`src/rtl/lcd_pol_pkg.sv`:
```
package lcd_pol_pkg;
  typedef enum logic {
    MODE_LINE  = 1'b0,
    MODE_FRAME = 1'b1
  } pol_mode_e;
endpackage

```
`src/rtl/lcd_pol_cfg.sv`:
```
module lcd_pol_cfg
  import lcd_pol_pkg::*;
#(
  parameter int unsigned CNT_W = 7,
  localparam int unsigned CFG_W = CNT_W + 1
) (
  input  logic             clk_i,
  input  logic             rst_ni,
  input  logic             we_i,
  input  logic [CFG_W-1:0] wdata_i,
  output pol_mode_e        mode_o,
  output logic [CNT_W-1:0] count_o,
  output logic [CFG_W-1:0] rdata_o
);
  logic [CFG_W-1:0] cfg_q;

  always_ff @(posedge clk_i or negedge rst_ni) begin
    if (!rst_ni)   cfg_q <= {1'b1, {CNT_W{1'b0}}};
    else if (we_i) cfg_q <= wdata_i;
  end

  assign mode_o  = pol_mode_e'(cfg_q[CFG_W-1]);
  assign count_o = cfg_q[CNT_W-1:0];
  assign rdata_o = cfg_q;
endmodule

```
`src/rtl/lcd_pol_linecnt.sv`:
```
module lcd_pol_linecnt
  import lcd_pol_pkg::*;
#(
  parameter int unsigned CNT_W = 7,
  localparam int unsigned LIM_W = CNT_W + 1
) (
  input  logic             clk_i,
  input  logic             rst_ni,
  input  pol_mode_e        mode_i,
  input  logic [CNT_W-1:0] count_i,
  input  logic             line_stb_i,
  input  logic             clr_i,
  output logic             hit_o
);
  logic [CNT_W-1:0] cnt_q;
  logic [LIM_W-1:0] limit;
  logic [LIM_W-1:0] next;
  logic             adv;

  // zero count selects the full range
  assign limit = (count_i == '0) ? (LIM_W'(1) << CNT_W) : {1'b0, count_i};
  assign next  = {1'b0, cnt_q} + LIM_W'(1);
  assign adv   = line_stb_i && (mode_i == MODE_LINE) && !clr_i;
  assign hit_o = adv && (next == limit);

  always_ff @(posedge clk_i or negedge rst_ni) begin
    if (!rst_ni)    cnt_q <= '0;
    else if (clr_i) cnt_q <= '0;
    else if (adv)   cnt_q <= (next == limit) ? '0 : next[CNT_W-1:0];
  end
endmodule

```
`src/rtl/lcd_pol_phase.sv`:
```
module lcd_pol_phase (
  input  logic clk_i,
  input  logic rst_ni,
  input  logic toggle_i,
  output logic pol_o,
  output logic flip_o
);
  always_ff @(posedge clk_i or negedge rst_ni) begin
    if (!rst_ni) begin
      pol_o  <= 1'b0;
      flip_o <= 1'b0;
    end else begin
      pol_o  <= pol_o ^ toggle_i;
      flip_o <= toggle_i;
    end
  end
endmodule

```
`src/rtl/lcd_polarity_gen.sv`:
```
module lcd_polarity_gen
  import lcd_pol_pkg::*;
#(
  parameter int unsigned CNT_W = 7,
  localparam int unsigned CFG_W = CNT_W + 1
) (
  input  logic             clk_i,
  input  logic             rst_ni,
  input  logic             line_stb_i,
  input  logic             frame_stb_i,
  input  logic             cfg_we_i,
  input  logic [CFG_W-1:0] cfg_wdata_i,
  output logic [CFG_W-1:0] cfg_rdata_o,
  output logic             pol_o,
  output logic             flip_o
);
  pol_mode_e        mode;
  logic [CNT_W-1:0] count;
  logic             hit;
  logic             toggle;

  lcd_pol_cfg #(.CNT_W(CNT_W)) u_cfg (
    .clk_i   (clk_i),
    .rst_ni  (rst_ni),
    .we_i    (cfg_we_i),
    .wdata_i (cfg_wdata_i),
    .mode_o  (mode),
    .count_o (count),
    .rdata_o (cfg_rdata_o)
  );

  lcd_pol_linecnt #(.CNT_W(CNT_W)) u_cnt (
    .clk_i      (clk_i),
    .rst_ni     (rst_ni),
    .mode_i     (mode),
    .count_i    (count),
    .line_stb_i (line_stb_i),
    .clr_i      (cfg_we_i),
    .hit_o      (hit)
  );

  // one toggle source per mode, so at most one flip per cycle
  assign toggle = (mode == MODE_FRAME) ? frame_stb_i : hit;

  lcd_pol_phase u_phase (
    .clk_i    (clk_i),
    .rst_ni   (rst_ni),
    .toggle_i (toggle),
    .pol_o    (pol_o),
    .flip_o   (flip_o)
  );
endmodule

```
`config.mk`:
```
export PLATFORM = sky130hd
export DESIGN_NAME = lcd_polarity_gen
export DESIGN_NICKNAME = d
export VERILOG_FILES = /design/src/rtl/lcd_pol_pkg.sv /design/src/rtl/lcd_pol_cfg.sv /design/src/rtl/lcd_pol_linecnt.sv /design/src/rtl/lcd_pol_phase.sv /design/src/rtl/lcd_polarity_gen.sv
export SDC_FILE = /design/constraint.sdc
export NUM_CORES = 1
export LEC_CHECK = 0
export ABC_AREA = 1
export BUFFER_PORTS_ARGS = -buffer_cell sky130_fd_sc_hd__buf_2
export CAP_MARGIN = 30
export CORE_MARGIN = 4
export CORE_UTILIZATION = 45
export DETAILED_ROUTE_END_ITERATION = 10
export PLACE_DENSITY = 0.67
export SLEW_MARGIN = 20
export SYNTH_ARGS = -nofsm -noshare
export SYNTH_HDL_FRONTEND = slang
export SYNTH_SLANG_ARGS = --single-unit
```
`constraint.sdc`:
```
create_clock -name clk_i -period 1.6 [get_ports clk_i]
set_input_delay 0.16 -clock clk_i [delete_from_list [all_inputs] [get_ports clk_i]]
set_output_delay 0.16 -clock clk_i [all_outputs]
set_load 0.03 [all_outputs]
```
==> qor.yml <==
cts_tree: "yes"
pre_cts_ws_ns: 0.0125
netlist_top_cells_area: "dfrtp_1 37%, nand2_1 18%, nand3_1 6.9%, inv_1 5.2%, nand2_2 4.0%"
cpMostUsedCell: "nand2_1"
synth.most_common_cell: "nand2_1"
power_density_nw_per_um2: 711
postRouteAntennaNets: 0
synth_edf_count: 0
final_cells: 205
clock_sinks: 17
path_cells: "ha_4 > inv_2 > nand2_2 > nand3_2 > nand2_1 > nor2_1 > nand3_1 > nor2_4 > nand3_2 > nand2_2 > nand2_1 > nand2_1"
post-dp-hpwl_um: 1850
place_inst: 196
reg2regPathDepth: 12
fin_setup_tns_ns: 0
route.detailed.drc: 0
grt_pass1_wl_um: 4270
antenna_found_initial: 0
worst_setup_path_end_kind: "flop"
maxSlewViolCount: 0
timing.final.hold_violations: 0
cp_slowest_cell: "dfrtp_2"
clock.fmax_mhz: 646
coreArea_sq_um: 2250
cts.path.max_buffers: 2
hold_depth: 3
min_from: "cfg_wdata_i[0]"
dieHeight_um: 57.3
grt_max_degree: 19
use_met3_pct: 3.39
rsz0062_at_grt: "true"
setup_ws_ns: 0.0529
clock_skew_ns: 0.00221
cts_root_buffer: "clkbuf_4"
num_antenna_cells: 0
gp_congestion: 0.824
synth_fp_nets: 159
syn_area_sq_um: 1090
r2r-start: "u_cnt.cnt_q[0]"
yosys.area.top_type: "dfrtp_1"
vias: 1040
ys_warn_count: 0
dieArea_sq_um: 3280
grt-busiest-layer: "met2"
worstPathMaxFanout: 5
dieWidth_um: 57.3
cp-start-kind: "flop"
cts_htree_levels: 1
ioPinCount: 23
rows: 17
p_total_mw: 1.01
wl_um: 2560
syn_inst: 145
outcome: "completed"
worstSkewPairLatency_ns: 0.30
hold_ws_ns: 0.0614
critPathArrivalTime_ns: 1.79
ys_seq_area_share_pct: 39.1
avgRoutedWirePerCell_um: 12.5
grt-ovfl-total: 0
io_buffers: 22
crit_type: "reg -> reg"
ys_types: 24
grt_pass1_vias: 987
viasPerCell: 5.07
fin_nets: 192
path_clk_slew_ns: 0.10
grt_use_met2_pct: 26.6
cts_buffers: 3
fin_crit_ns: 1.55
synthFlopType: "dfrtp_1"
cpPeakStageDelay_ns: 0.44
detail_route.first_pass.iterations: 4
synth_top_area_share_pct: 36.7
start_util_pct: 48.4
total_leakage_power_nw: 0.671
drive_gt1_share_pct: 45.8
avgSynthCellArea_sq_um: 7.53
ys_ff_latch: 17
crit_required_ns: 1.85
synthArstFlopShare_pct: 100
drt_iter0_markers: 27
slew_headroom_pct: 74.5
grt_use_met1_pct: 21.4
cp-startpoint: "u_cnt.cnt_q[0]"
maxCapViolCount: 0
r2r_setup_slack_ns: 0.05
setup_viol: 0
area_delta_synth_final_pct: 29.8
yosys-top-cells-count: "51 x nand2_1, 16 x dfrtp_1, 15 x inv_1, 15 x nand3_1, 8 x o21ai_0"
period_share_pct: 96.7
worst_pin_slew_ns: 0.382
hold_path.class: "in -> reg"
ir_worst_vdd_v: 0.000608
grtUsageTotal_pct: 16.5
-- power breakdown --
part	switching [mW]	internal, mW
logic	0.180	0.0965
clock network	0.146	0.0933
registers	0.0284	0.463
total	0.355	0.653
-- flip-flops by register name, indices dropped and copies added (netlist names) --
signal          cells
u_cnt.cnt_q         7
u_cfg.rdata_o       8
u_phase.flip_o      1
u_phase.pol_o       1
-- final cells by class --
cell class | count | area, sq um
clock buffers | 3 | 22.5
clock inverters | 1 | 5.00
fillers | 214 | 837
inverters | 17 | 66.3
multi-input cells | 107 | 661
flip-flops and latches | 17 | 430
well taps | 28 | 35.0
repair buffers | 32 | 198
-- cell usage in the layout (no fill, tap or decap), types with 2 or more instances in the layout --
cell | synthesis | layout
o21ai_0 | 8 | 8
nand3_1 | 15 | 10
clkbuf_4 | 0 | 3
nand4_1 | 2 | 2
nand2_4 | 1 | 2
nand2_1 | 51 | 41
buf_4 | 1 | 7
dfrtp_1 | 16 | 13
nand3_4 | 0 | 2
nor2_1 | 4 | 3
nand3_2 | 3 | 6
inv_2 | 2 | 3
dfrtp_2 | 0 | 3
nor2_4 | 3 | 3
inv_1 | 15 | 13
buf_2 | 0 | 22
nand2_2 | 7 | 16
nor3_1 | 2 | 2
o21ai_2 | 5 | 5
-- worst max-delay path, delay by kind of cell (launching register included) --
family	cells	cell delay, ns
adder cells (fa/ha/maj)	1	0.19
buffers and inverters	1	0.08
flip-flops	1	0.44
AND/OR/NAND/NOR	10	0.78
-- what timing repair did --
| item | 4_1_cts | 5_1_grt |
|---|---|---|
| pin swaps | 5 | 18 |
| hold buffers | 1 | 0 |
| setup buffers | 0 | 4 |
| resized for setup | 3 | 23 |
| setup endpoints to repair | 5 | 8 |
| gates cloned | 0 | 0 |
| hold endpoints to repair | 16 | 0 |
-- path summary, 6_finish.rpt --
| check | endpoint |
|---|---|
| worst max-delay path | u_phase.pol_o |
| worst min register to register | u_cfg.rdata_o[7] |
| worst max register to register | u_phase.pol_o |
| worst min-delay path | u_cfg.rdata_o[0] |
| max in group asynchronous | u_cfg.rdata_o[7] |
| min in group asynchronous | u_cnt.cnt_q[6] |
-- through the flow --
step,area [sq um],utilization [%]
floorplan,1100,-
global placement,1240,55.2
detailed placement,1240,55.2
CTS,1290,57.4
global route,1420,62.9
finish,1420,62.9
-- cell families (layout without fill, tap and decap cells) --
| kind of cell | after synthesis | after routing | synth area share, % |
|---|---|---|---|
| simple gates | 89 | 89 | 40.5 |
| compound gates | 17 | 17 | 10.3 |
| flops | 17 | 17 | 39.1 |
| fa+ha+maj | 1 | 1 | 1.15 |
| buf+inv | 21 | 53 | 8.93 |
-- per-layer routing --
metal  vias to the layer above  share of wire [%]
met5                         -                  0
met4                         0                2.4
met3                         8                3.5
met2                        21                 49
met1                       482                 45
li1                        529                  -
(Power assumes the default switching activity.)
